File: config.mk
export PLATFORM = sky130hd
export DESIGN_NAME = pc_stack_unit
export DESIGN_NICKNAME = d
export VERILOG_FILES = /design/src/rtl/pcsu_pkg.sv /design/src/rtl/pcsu_hilatch.sv /design/src/rtl/pcsu_rstack.sv /design/src/rtl/pc_stack_unit.sv
export SDC_FILE = /design/constraint.sdc
export NUM_CORES = 1
export LEC_CHECK = 0
export BUFFER_PORTS_ARGS = -buffer_cell sky130_fd_sc_hd__buf_4
export CORE_MARGIN = 3
export CORE_UTILIZATION = 30
export CTS_CLUSTER_SIZE = 12
export DETAILED_ROUTE_END_ITERATION = 10
export GPL_TIMING_DRIVEN = 0
export HOLD_SLACK_MARGIN = 0.03
export PLACE_DENSITY = 0.54
export SKIP_LAST_GASP = 1
export SLEW_MARGIN = 0
export SYNTH_ARGS = -nofsm -noshare
export SYNTH_HDL_FRONTEND = slang
export SYNTH_SLANG_ARGS = --single-unit
File: constraint.sdc
create_clock -name clk -period 5.5 [get_ports clk]
set_input_delay 0 -clock clk [delete_from_list [all_inputs] [get_ports clk]]
set_output_delay 0 -clock clk [all_outputs]
set_load 0.05 [all_outputs]
File: src/rtl/pcsu_pkg.sv
package pcsu_pkg;

    // One action is selected per cycle, highest priority first.
    typedef enum logic [2:0] {
        ACT_IRQ  = 3'd0,
        ACT_RET  = 3'd1,
        ACT_CALL = 3'd2,
        ACT_JUMP = 3'd3,
        ACT_LOWR = 3'd4,
        ACT_ADV  = 3'd5,
        ACT_HOLD = 3'd6
    } pcsu_act_e;

endpackage

File: src/rtl/pcsu_hilatch.sv
module pcsu_hilatch #(
    parameter int DW   = 8,
    parameter int HI_W = 5
) (
    input  logic            clk,
    input  logic            rst_n,
    input  logic            we_i,
    input  logic [DW-1:0]   wdata_i,
    output logic [HI_W-1:0] hi_o,
    output logic [DW-1:0]   lat_o
);

    typedef struct packed {
        logic [HI_W-1:0] v;
    } lat_t;

    lat_t st_d, st_q;

    logic unused_wbits;
    assign unused_wbits = ^wdata_i[DW-1:HI_W];

    always_comb begin
        st_d = st_q;
        if (we_i) st_d.v = wdata_i[HI_W-1:0];
    end

    always_ff @(posedge clk or negedge rst_n) begin
        if (!rst_n) st_q <= '0;
        else        st_q <= st_d;
    end

    assign hi_o  = st_q.v;
    assign lat_o = {{(DW-HI_W){1'b0}}, st_q.v};

    AST_LAT_HOLD: assert property (@(posedge clk) disable iff (!rst_n)
        !we_i |=> $stable(lat_o));
    AST_LAT_LOAD: assert property (@(posedge clk) disable iff (!rst_n)
        we_i |=> lat_o[HI_W-1:0] == $past(wdata_i[HI_W-1:0]));

endmodule

File: src/rtl/pcsu_rstack.sv
module pcsu_rstack #(
    parameter int AW    = 13,
    parameter int DEPTH = 8   // power of two: the pointer wraps naturally
) (
    input  logic          clk,
    input  logic          rst_n,
    input  logic          push_i,
    input  logic          pop_i,
    input  logic [AW-1:0] wdata_i,
    output logic [AW-1:0] head_o
);

    localparam int PTR_W = $clog2(DEPTH);

    typedef struct packed {
        logic [PTR_W-1:0]           sp;
        logic [DEPTH-1:0][AW-1:0]   mem;
    } stk_t;

    stk_t st_d, st_q;

    always_comb begin
        st_d = st_q;
        if (push_i) begin
            st_d.mem[st_q.sp] = wdata_i;
            st_d.sp           = st_q.sp + PTR_W'(1);
        end else if (pop_i) begin
            st_d.sp           = st_q.sp - PTR_W'(1);
        end
    end

    always_ff @(posedge clk or negedge rst_n) begin
        if (!rst_n) st_q <= '0;
        else        st_q <= st_d;
    end

    // Slot a pop would read: one below the pointer.
    assign head_o = st_q.mem[st_q.sp - PTR_W'(1)];

    AST_PUSH_POP_EXCL: assert property (@(posedge clk) disable iff (!rst_n)
        !(push_i && pop_i));
    AST_PUSH_THEN_POP: assert property (@(posedge clk) disable iff (!rst_n)
        $past(push_i) && pop_i |-> head_o == $past(wdata_i));

endmodule

File: src/rtl/pc_stack_unit.sv
module pc_stack_unit #(
    parameter int PC_W    = 13,
    parameter int LIT_W   = 11,
    parameter int DW      = 8,
    parameter int DEPTH   = 8,
    parameter int IRQ_VEC = 4
) (
    input  logic             clk,
    input  logic             rst_n,
    input  logic             adv_i,
    input  logic             jump_i,
    input  logic             call_i,
    input  logic [LIT_W-1:0] tgt_i,
    input  logic             lowr_i,
    input  logic [DW-1:0]    lowr_val_i,
    input  logic             ret_i,
    input  logic             irq_ack_i,
    input  logic             lat_we_i,
    input  logic [DW-1:0]    lat_wdata_i,
    output logic [PC_W-1:0]  pc_o,
    output logic [DW-1:0]    pcl_o,
    output logic [DW-1:0]    lat_o
);
    import pcsu_pkg::*;

    localparam int HI_W = PC_W - DW;     // bits above the low byte
    localparam int PG_W = PC_W - LIT_W;  // page bits above a jump target

    typedef struct packed {
        logic [PC_W-1:0] pc;
    } pc_st_t;

    pc_st_t          st_d, st_q;
    pcsu_act_e       act;
    logic [HI_W-1:0] hi;
    logic [PC_W-1:0] stk_head;
    logic [PC_W-1:0] push_data;
    logic            push, pop;
    logic [PC_W-1:0] pc_inc;

    pcsu_hilatch #(.DW(DW), .HI_W(HI_W)) u_lat (
        .clk     (clk),
        .rst_n   (rst_n),
        .we_i    (lat_we_i),
        .wdata_i (lat_wdata_i),
        .hi_o    (hi),
        .lat_o   (lat_o)
    );

    pcsu_rstack #(.AW(PC_W), .DEPTH(DEPTH)) u_stk (
        .clk     (clk),
        .rst_n   (rst_n),
        .push_i  (push),
        .pop_i   (pop),
        .wdata_i (push_data),
        .head_o  (stk_head)
    );

    // Priority select of the single action for this cycle.
    always_comb begin
        if      (irq_ack_i) act = ACT_IRQ;
        else if (ret_i)     act = ACT_RET;
        else if (call_i)    act = ACT_CALL;
        else if (jump_i)    act = ACT_JUMP;
        else if (lowr_i)    act = ACT_LOWR;
        else if (adv_i)     act = ACT_ADV;
        else                act = ACT_HOLD;
    end

    assign pc_inc = st_q.pc + PC_W'(1);

    always_comb begin
        st_d      = st_q;
        push      = 1'b0;
        pop       = 1'b0;
        push_data = pc_inc;
        case (act)
            ACT_IRQ: begin
                push      = 1'b1;
                push_data = st_q.pc;
                st_d.pc   = PC_W'(IRQ_VEC);
            end
            ACT_RET: begin
                pop     = 1'b1;
                st_d.pc = stk_head;
            end
            ACT_CALL: begin
                push    = 1'b1;
                st_d.pc = {hi[HI_W-1 -: PG_W], tgt_i};
            end
            ACT_JUMP: st_d.pc = {hi[HI_W-1 -: PG_W], tgt_i};
            ACT_LOWR: st_d.pc = {hi, lowr_val_i};
            ACT_ADV:  st_d.pc = pc_inc;
            default:  st_d    = st_q;
        endcase
    end

    always_ff @(posedge clk or negedge rst_n) begin
        if (!rst_n) st_q <= '0;
        else        st_q <= st_d;
    end

    assign pc_o  = st_q.pc;
    assign pcl_o = st_q.pc[DW-1:0];

    AST_IRQ_VECTOR: assert property (@(posedge clk) disable iff (!rst_n)
        irq_ack_i |=> pc_o == PC_W'(IRQ_VEC));
    AST_RET_LOAD: assert property (@(posedge clk) disable iff (!rst_n)
        ret_i && !irq_ack_i |=> pc_o == $past(stk_head));
    AST_ADV_STEP: assert property (@(posedge clk) disable iff (!rst_n)
        adv_i && !irq_ack_i && !ret_i && !call_i && !jump_i && !lowr_i
        |=> pc_o == PC_W'($past(pc_o) + PC_W'(1)));
    AST_IDLE_HOLD: assert property (@(posedge clk) disable iff (!rst_n)
        !adv_i && !irq_ack_i && !ret_i && !call_i && !jump_i && !lowr_i
        |=> $stable(pc_o));
    AST_JUMP_MERGE: assert property (@(posedge clk) disable iff (!rst_n)
        jump_i && !irq_ack_i && !ret_i && !call_i
        |=> pc_o == {$past(lat_o[HI_W-1 -: PG_W]), $past(tgt_i)});

endmodule

; Yosys cells after proc, flatten, opt, wreduce, memory -nomap -nowiden
; Cells that the tools add are included.
[totals]
reg_bits = 125
input_bits = 36
output_inout_bits = 29
word_cells = 45
[classes]
add_sub_neg = 3
n_lt_le_gt_ge = 3
eq_ne = 5
mux = 17
reduce_logical = 6
[op_table]
columns = cell, n
row1 = 104-bit bitwise mux, 1
row2 = 13-bit case mux with 5 select lines, 1
row3 = 13-bit binary-select mux with 3-bit select, 1
row4 = 13-bit demux with 3-bit select, 1
row5 = 13-bit two-way mux, 3
row6 = 3-bit two-way mux, 6
row7 = "13-bit by 1-bit adder with 13-bit output, second input constant", 1
row8 = "3-bit by 4-bit < comparator with 1-bit output, second input constant", 2
row9 = "3-bit by 2-bit == test with 1-bit output, second input constant", 2
row10 = "3-bit == test, second input constant", 2
row11 = 5-bit nonzero test, 1
row12 = 2-bit two-way mux, 2
row13 = 2-bit OR reduction, 2
row14 = "3-bit by 1-bit adder with 3-bit output, second input constant", 1
row15 = "3-bit by 1-bit == test with 1-bit output, second input constant", 1
row16 = "3-bit by 1-bit >= comparator with 1-bit output, second input constant", 1
row17 = 3-bit logical NOT, 1
row18 = "3-bit by 1-bit subtractor with 3-bit output, second input constant", 1
row19 = 1-bit two-way mux, 2
row20 = 2-bit nonzero test, 1
row21 = 1-bit logical AND, 1

; Logic depth before layout (Yosys ltp)
; Gate-level depths: netlist (run 1).
[logic_depth]
word_depth = 10
mapped_depth = 10
depth_no_buf = 6

; By module
; From an unflattened synthesis (run 1), not the netlist that was laid out.
[unflattened]
cells_unflattened = 536
area_unflattened_um2 = 6490.0
[by_module_without_submodules]
columns = mod, n_inst, cells_per_inst, area_per_inst_um2, seq_area_each_um2
row1 = pcsu_rstack, 1, 380, 5043.6, 2677.6
row2 = pc_stack_unit, 1, 137, 1201.2, 325.3
row3 = pcsu_hilatch, 1, 19, 245.2, 125.1

; Worst setup path before layout (run 1)
; Ideal clock, no wire load.
[synth_path]
kind = reg-to-reg
start = register u_stk.st_q[104] in the netlist's numbering
end = register st_q, in the netlist pc_o[7]
setup_time_ps = 142
t_arrival_ps = 2433
t_required_ps = 5358
slack_ps = 2925
path_stages_with_launch = 11
n_path_buf = 4
period_less_slack_ps = 2575
cell_sequence = dfrtp_1 buf_4 buf_4 inv_1 ha_1 buf_2 clkbuf_1 mux4_2 mux2_2 nand2_1 o221ai_1
[synth_between]
elab_chain_len = 4
[synth_rtl]
columns = item, line
row1 = "start, declared", pcsu_rstack.sv:20  ; stk_t st_d, st_q;
row2 = "start signal, assigned", pcsu_rstack.sv:34  ; else st_q <= st_d;
row3 = 3-bit by 1-bit subtractor with 3-bit output, pcsu_rstack.sv:38  ; assign head_o = st_q.mem[st_q.sp - PTR_W'(1)];
row4 = 13-bit binary-select mux with 3-bit select, pcsu_rstack.sv:38
row5 = 13-bit two-way mux (implied by the code), pcsu_rstack.sv:38
row6 = 13-bit case mux with 5 select lines, pc_stack_unit.sv:77  ; case (act)
row7 = "end signal, assigned", pc_stack_unit.sv:100  ; else st_q <= st_d;
row8 = "end, declared", pc_stack_unit.sv:33  ; pc_st_t st_d, st_q;
; Every way passes these cells. The select of a mux whose other input is x is not followed.
; A chain may end at the register's enable or synchronous reset.

; Final worst setup path (run 1)
[layout_path]
start = register u_stk.st_q[104] in the netlist's numbering
end = register st_q, in the netlist pc_o[3]
; Same word-level chain as after synthesis.

==> flow_summary.ini, run 1 <==
[outcome]
outcome = finished clean

[finish]
nets = 743
post-route-util = 0.397
drive_gt1_frac = 0.220
antenna_cells = 0
stdcell_count = 987
area.growth.synth_to_final_pct = 28.6

[placed_design]
port_buffers = 58
place.gp.congestion = 0.862
hpwlAfterDp_um = 12900
dp.cells = 929
place_ws_ns = 2.18

[clocking]
cts_made_buffers = 17
clock_path_buffers = 2
cts_sinks = 125
cts_setup_buffers = 0
root_buffer = clkbuf_16
path_clk_slew_ns = 0.06
clk_latency_ns = 0.42
cts_tree = yes
htree_levels = 4

[yosys]
synth_edf_count = 0
synthFlopType = dfrtp_1
async_flop_share = 1.00
netlist_area_mm2 = 0.00630
synth-seq-cells = 125
yosysSeqAreaShare = 0.496
synth_cell_types = 60
synth_top_area_share = 0.496
yosysWarnings = 0
synth_area_leaders = dfrtp_1, mux4_2, o21ai_0
synth_top_area_cell = dfrtp_1
syn_inst = 598
avgSynthCellArea_um2 = 10.5

[hold_path]
hp-start = lowr_val_i[5]
holdPathStages = 4
min_to = pc_o[5]
hold_class = in2reg

[setup_path]
cp-end-kind = flop
cp.buffers_inverters = 6
criticalPathCategory = reg2reg
cp.arrival_ns = 4.22
r2r_start = u_stk.st_q[104]
cpMostUsedCell = buf_4
cpPeakStageDelay_ns = 0.60
crit_fanout = 10
cp_slowest_cell = dlygate4sd3_1
crit_path_start_kind = flop
cp_cell_sequence = buf_4 > buf_4 > inv_1 > ha_1 > buf_2 > clkbuf_1 > mux4_2 > mux2i_1 > o221ai_1 > dlygate4sd3_1
r2r_end = pc_o[3]
rrSetupSlack_ns = 1.58
critPathTopFamily = buffers and inverters
reg2reg_depth = 10
required_ns = 5.80

[floorplanning]
ios = 65
die_x_um = 151
initial_utilization = 0.309
core.rowCount = 52
die-area_mm2 = 0.0228
die_h_um = 151
core-area_mm2 = 0.0204

[sta]
rsz0062_at_grt = no
worst_pin_slew_ns = 0.909
skew_ns = 0.00887
fin_tns_setup_ns = 0
finalSetupViolCount = 0
period_minus_slack_ns = 3.92
fin_ws_ns = 1.58
hold_violations = 0
min_period_over_period = 0.713
slew_viol_final = 0
timing.fmax_mhz = 255
maxSlewHeadroom = 0.392

[routing]
drt_iter0_drc = 358
wl_um = 19000
dr.pass1.iters = 6
drc = 0
ant_nets = 0
viasPerCell = 5.24
post_drt_wl_per_cell_um = 19.2
vias = 5168

[pwr]
power_density_mw_per_mm2 = 612
total_power_mw = 4.96
p_leak_nw = 3.52
vdd_drop_max_mv = 0.209

[global_routing]
grt_pass1_vias = 5125
gr-total-overflow = 0
antenna_found_initial = 0
grt_usage = 0.172
grt_max_degree = 67
grt_pass1_wl_um = 29400

[job]
drv_cap = 0
-- worst min-delay path: cells and delay by family --
family          cells  cell delay (ns)
compound gates      2             0.22
simple gates        1             0.13
buf+inv             1             0.08
-- cell families after synthesis --
family,synth area share
mux,0.127
other cells,0.000595
buf+inv,0.0588
flops,0.496
compound gates,0.142
xor+xnor,0.0359
fa+ha+maj,0.00596
simple gates,0.133
-- placed cells by master, fill, tap and decap left out, drive strengths merged, types with 4 or more instances in the layout --
cell type / n
mux2: 10
o211ai: 11
buf: 89
mux2i: 9
nor2: 23
nor2b: 11
nand4: 10
mux4: 26
o21ai: 90
o221ai: 4
a21oi: 18
nand3: 11
clkbuf: 44
and3: 7
inv: 8
nand2: 100
dfrtp: 125
xnor2: 11
a31oi: 9
clkinv: 4
xor2: 14
bufinv: 8
dlygate4sd3: 26
-- registers in the layout (all words and copies together), names as in the netlist --
register    cells
u_lat.hi_o      5
pc_o           13
u_stk.st_q    107
-- metal layers --
metal  part of all wire  track usage  wire (um)  vias up
li1                   -            -          -     2327
met1               0.44        0.229       8340     2617
met3              0.065       0.0416       1220       23
met5                  0            0          0        -
met2               0.48        0.280       9110      201
met4              0.015       0.0476        291        0
-- worst max path at each step --
stage / start / endpoint / slack [ns] / depth (start not counted)
floorplan: u_stk.st_q[104] / pc_o[7] / 2.93 / 10
global placement: u_stk.st_q[104] / pc_o[3] / 2.20 / 9
detailed placement: u_stk.st_q[104] / pc_o[3] / 2.18 / 9
CTS: u_stk.st_q[104] / pc_o[3] / 1.58 / 10
global route: u_stk.st_q[104] / pc_o[3] / 1.38 / 10
finish: u_stk.st_q[104] / pc_o[3] / 1.58 / 10
-- area by class of cell --
class,count,area (um2)
inverter,9,33.8
clock inverter,14,289
fill,1987,12300
sequential,125,3130
clock buffer,18,439
multi-input combinational,410,2810
buffer,56,337
tap,270,338
timing repair buffer,85,727
-- stage by stage --
step	hold WS [ns]	area, um2
after floorplan	-0.296	6310
after global placement	0.233	7080
after detailed placement	0.0224	7120
after CTS	0.0465	8100
after global routing	0.0666	8100
final	0.0450	8100
-- where the power goes --
part	switching [mW]	internal [mW]	leakage, nW
sequential	0.247	1.29	1.61
clock	0.431	0.955	0.343
combinational	1.20	0.834	1.57
-- Yosys cell counts, types with 2 or more instances --
cell type  number
a2111oi_0       2
a21oi_1        18
a31oi_1         9
a32oi_1         3
and2_1          3
and3_1          6
and4_1          2
buf_2           6
buf_4          17
buf_6           6
clkbuf_1       25
dfrtp_1       125
ha_1            3
inv_1           8
mux2_2         10
mux2i_1         9
mux4_1          4
mux4_2         22
nand2_1       100
nand2b_1        3
nand3_1        10
nand4_1        10
nor2_1         23
nor2b_1        11
nor3_1          3
nor4_1          2
o211ai_1       11
o21ai_0        89
o221ai_1        4
or2_1           2
xnor2_1        11
xor2_1         13
-- what timing repair did --
action,CTS,global route
hold buffers,26,0
endpoints found under the hold margin,76,0
gates resized for setup,0,0
(Power assumes the default switching activity.)
==> run 2, diff against run 1 <==
==> constraint.sdc (replaced) <==
create_clock -name clk -period 3.8 [get_ports clk]
set_input_delay 0 -clock clk [delete_from_list [all_inputs] [get_ports clk]]
set_output_delay 0 -clock clk [all_outputs]
set_load 0.05 [all_outputs]
==> flow_summary.ini, run 2 (synthesized netlist as in run 1, its figures left out) <==
[outcome]
outcome = finished clean

[global_routing]
busiest_layer = met2
grt_usage = 0.172
antenna_found_initial = 0
gr-total-overflow = 0
grt_use_met3 = 0.0413
grt_pass1_vias = 5125
met1_usage = 0.229
grt_max_degree = 67
grt_pass1_wl_um = 29400
grtUsageMet2 = 0.281

[pwr]
vdd_drop_max_mv = 0.302
seqPwrFrac = 0.310
total_power_mw = 7.16
clkPwrFrac = 0.280
pwr-share-comb = 0.409
p_sw_frac = 0.379
power.internal_mw = 4.45
p_leak_nw = 3.52
net-switching-power_mw = 2.71
power_density_mw_per_mm2 = 884

[clocking]
cts_resized = 0
root_buffer = clkbuf_16
clk_latency_ns = 0.42
cts_tree = yes
path_clk_slew_ns = 0.06
cts_sinks = 125
clock_path_buffers = 2
htree_levels = 4
cts_made_buffers = 17

[finish]
nets = 743
final_cell_area_mm2 = 0.00810
mostFrequentLayoutCells = dfrtp_1, nand2_1, o21ai_0
antenna_cells = 0
num-fill-cells = 1986
layout_commonest_cell = dfrtp_1
largest_reg_flops = 107
area.growth.synth_to_final_pct = 28.6
top_register = u_stk.st_q
drive_gt1_frac = 0.220
post-route-util = 0.397

[floorplanning]
initial_utilization = 0.309
die_h_um = 151
die-area_mm2 = 0.0228
core-area_mm2 = 0.0204
ios = 65
core.rowCount = 52
die_x_um = 151

[placed_design]
place.gp.congestion = 0.862
port_buffers = 58
dpl-instance-area_mm2 = 0.00712
hpwlAfterDp_um = 12900

[setup_path]
criticalPathCategory = reg2reg
cpMostUsedCell = buf_4
cpPeakStageDelay_ns = 0.59
reg2reg_depth = 9
cp_slowest_cell = clkbuf_1
r2r_end = pc_o[3]
rrSetupSlack_ns = 0.46
crit_path_start_kind = flop
required_ns = 4.08
cp_cell_sequence = buf_4 > buf_4 > inv_1 > ha_1 > buf_2 > clkbuf_1 > mux4_2 > mux2i_1 > o221ai_1
cp-end-kind = flop
r2r_start = u_stk.st_q[104]
cp.arrival_ns = 3.63
crit_fanout = 10

[sta]
slew_viol_final = 0
hold_violations = 0
min_period_over_period = 0.880
maxSlewHeadroom = 0.368
fin_tns_setup_ns = 0
period_minus_slack_ns = 3.34
worst_pin_slew_ns = 0.944
finalSetupViolCount = 0
rsz0062_at_grt = no
holdWs_ns = 0.0433
timing.fmax_mhz = 299
skew_ns = 0.00837

[routing]
drc = 0
drt_iter0_drc = 372
vias = 5129
wl_um = 19000
ant_nets = 0
dr.pass1.iters = 5
viasPerCell = 5.20
post_drt_wl_per_cell_um = 19.3

[hold_path]
holdPathStages = 4
min_to = pc_o[5]
hold_class = in2reg
hp-start = lowr_val_i[5]

[job]
drv_cap = 0
run 2: cell counts in the layout (fill, tap and decap cells not counted):
Identical to the previous run, type by type.
run 2: worst max path at each step:
stage | start | end | depth (start not counted) | slack (ns)
floorplan | u_stk.st_q[104] | pc_o[7] | 10 | 1.23
global placement | u_stk.st_q[104] | pc_o[3] | 9 | 0.50
detailed placement | u_stk.st_q[104] | pc_o[3] | 9 | 0.48
CTS | u_stk.st_q[104] | pc_o[3] | 9 | 0.41
global route | u_stk.st_q[104] | pc_o[3] | 9 | 0.24
finish | u_stk.st_q[104] | pc_o[3] | 9 | 0.46
run 2: area by class of cell:
| cell class | count | area, um2 | area share |
|---|---|---|---|
| multi-input combinational | 410 | 2810 | 0.347 |
| tap | 270 | 338 | 0.0417 |
| timing repair buffer | 85 | 727 | 0.0897 |
| inverter | 9 | 33.8 | 0.00417 |
| clock inverter | 14 | 289 | 0.0357 |
| buffer | 56 | 337 | 0.0415 |
| clock buffer | 18 | 439 | 0.0542 |
| sequential | 125 | 3130 | 0.386 |
run 2: repair_timing:
item                      CTS  global route
buffers inserted            0             0
hold buffers               26             0
hold endpoints to repair   76             0
run 2: power by group through the flow:
stage	logic (mW)	registers, mW	clock network, mW
finish	2.93	2.22	2.01
global placement	2.83	2.19	0
floorplan	1.89	2.29	0
detailed placement	2.89	2.23	0
CTS	2.94	2.22	2.03
global route	3.18	2.28	2.09
run 2: worst max-delay path, delay by kind of cell, from the launching register on:
family / cells / cell delay [ns]
flip-flops: 1 / 0.49
AO/OA/AOI/OAI: 1 / 0.19
buffers and inverters: 5 / 1.50
adder cells (fa/ha/maj): 1 / 0.27
multiplexers: 2 / 0.74
run 2: through the flow:
stage	setup WS, ns	std cells
after floorplan	1.23	600
after global placement	0.500	928
after detailed placement	0.479	929
after CTS	0.413	987
after global routing	0.243	987
final	0.457	987
run 2: per-layer routing:
layer	wire length [um]	vias to the layer above	share of wire
met5	0	-	0
met4	287	0	0.015
met3	1290	24	0.068
met2	9150	187	0.48
met1	8310	2581	0.44
li1	-	2337	-
==> run 3, diff against run 2 <==
--- a/config.mk
+++ b/config.mk
@@ -13,6 +13,7 @@
 export GPL_TIMING_DRIVEN = 0
 export HOLD_SLACK_MARGIN = 0.03
 export PLACE_DENSITY = 0.54
+export RECOVER_POWER = 50
 export SKIP_LAST_GASP = 1
 export SLEW_MARGIN = 0
 export SYNTH_ARGS = -nofsm -noshare
==> flow_summary.ini, run 3 (synthesized netlist as in run 1, its figures left out) <==
[pwr]
vdd_drop_max_mv = 0.301
clkPwrFrac = 0.281
p_leak_nw = 3.47
net-switching-power_mw = 2.71
seqPwrFrac = 0.312
power.internal_mw = 4.42
pwr-share-comb = 0.408
power_density_mw_per_mm2 = 885
p_sw_frac = 0.380

[sta]
holdWs_ns = 0.0427
rsz0062_at_grt = no
period_minus_slack_ns = 3.34
min_period_over_period = 0.879
hold_violations = 0
slew_viol_final = 60
maxSlewHeadroom = -0.854
timing.fmax_mhz = 299
fin_tns_setup_ns = 0
skew_ns = 0.00871
finalSetupViolCount = 0
worst_pin_slew_ns = 2.78

[setup_path]
critPathTopFamily = buffers and inverters
cp_cell_sequence = buf_4 > buf_4 > inv_1 > ha_1 > buf_2 > clkbuf_1 > mux4_2 > mux2i_1 > o221ai_1
cp-end-kind = flop
crit_fanout = 10
cp.buffers_inverters = 5
r2r_start = u_stk.st_q[104]
critPathLaunch = u_stk.st_q[104]
cp.arrival_ns = 3.62
required_ns = 4.08
cpPeakStageDelay_ns = 0.58
cp_slowest_cell = clkbuf_1
crit_path_start_kind = flop
criticalPathCategory = reg2reg
cpMostUsedCell = buf_4

[finish]
nets = 743
num-fill-cells = 1998
top_register = u_stk.st_q
drive_gt1_frac = 0.201
post-route-util = 0.394
largest_reg_flops = 107
register_area_mm2 = 0.00313
mostFrequentLayoutCells = dfrtp_1, nand2_1, o21ai_0
layout_commonest_cell = dfrtp_1
antenna_cells = 0
multiInputGateArea_mm2 = 0.00281
area.growth.synth_to_final_pct = 27.7

[floorplanning]
die_x_um = 151
initial_utilization = 0.309
ios = 65
die-area_mm2 = 0.0228
core-area_mm2 = 0.0204
core.rowCount = 52
die_h_um = 151

[clocking]
cts_hold_buf = 26
htree_levels = 4
cts_resized = 0
cts_made_buffers = 17
root_buffer = clkbuf_16
cts_tree = yes
cts_setup_buffers = 0
path_clk_slew_ns = 0.06
clk_latency_ns = 0.42
clock_path_buffers = 2
cts_sinks = 125

[routing]
wl_um = 19000
met1_length_um = 8350
post_drt_wl_per_cell_um = 19.3
dr.pass1.iters = 5
met3RoutedLength_um = 1230
drt_iter0_drc = 381
viasPerCell = 5.17
vias = 5106
routed.top_layer = met4
ant_nets = 0
drc = 0
wl_met2_um = 9200

[outcome]
failed_checks = capacitance limit, slew limit
outcome = complete, but fails checks

[global_routing]
grt_pass1_wl_um = 29400
antenna_found_initial = 0
grt_usage = 0.172
grt_max_degree = 67
gr-total-overflow = 0
grt_pass1_vias = 5125

[placed_design]
port_buffers = 58
hpwlAfterDp_um = 12900
place.gp.congestion = 0.862

[hold_path]
hp-start = lowr_val_i[5]
hold_class = in2reg

[job]
drv_cap = 1
run 3: changes by cell type in the layout (fill, tap and decap cells not counted):
cell	delta
clkbuf_1	+13
buf_4	-13
buf_6	-1
dlygate4sd2_1	+1
run 3: worst reg2reg max path, stage by stage, from the launching register on:
cell,delay [ns]
dfrtp_1,0.50
buf_4,0.30
buf_4,0.25
inv_1,0.08
ha_1,0.27
buf_2,0.28
clkbuf_1,0.59
mux4_2,0.44
mux2i_1,0.30
o221ai_1,0.19
run 3: cell type report:
cell class | count | share of cell area
Clock inverter | 14 | 0.0359
Sequential cell | 125 | 0.388
Tap cell | 270 | 0.0420
Buffer | 56 | 0.0418
Timing Repair Buffer | 85 | 0.0839
Multi-Input combinational cell | 410 | 0.349
Inverter | 9 | 0.00420
Clock buffer | 18 | 0.0545
run 3: through the flow:
stage                     worst slack (ns)  power (mW)  area [um2]  std cells
after CTS                            0.413        7.18        8100        987
after global placement               0.500        5.02        7080        928
after global routing                 0.243        7.53        8050        987
after floorplan                       1.23        4.18        6310        600
after detailed placement             0.479        5.12        7120        929
final                                0.458        7.13        8050        987
run 3: worst paths after layout:
path                                       end  slack [ns]  depth (start not counted)
worst max-delay path                   pc_o[3]        0.46                          9
worst min-delay path                   pc_o[5]        0.04                          4
worst max register to register         pc_o[3]        0.46                          9
worst min register to register  u_stk.st_q[38]        0.47                          2
max in group asynchronous       u_stk.st_q[12]        1.04                          2
min in group asynchronous              pc_o[4]        1.16                          2
run 3: metal layers:
metal / GRT usage / up-vias
li1: - / 2334
met1: 0.229 / 2571
met2: 0.281 / 182
met3: 0.0413 / 19
met4: 0.0476 / 0
met5: 0 / -
run 3: power by group through the flow:
stage | Sequential (mW) | Combinational, mW | Clock (mW)
after global routing | 2.28 | 3.16 | 2.09
after floorplan | 2.29 | 1.89 | 0
after global placement | 2.19 | 2.83 | 0
after detailed placement | 2.23 | 2.89 | 0
after CTS | 2.22 | 2.94 | 2.03
final | 2.22 | 2.91 | 2.00
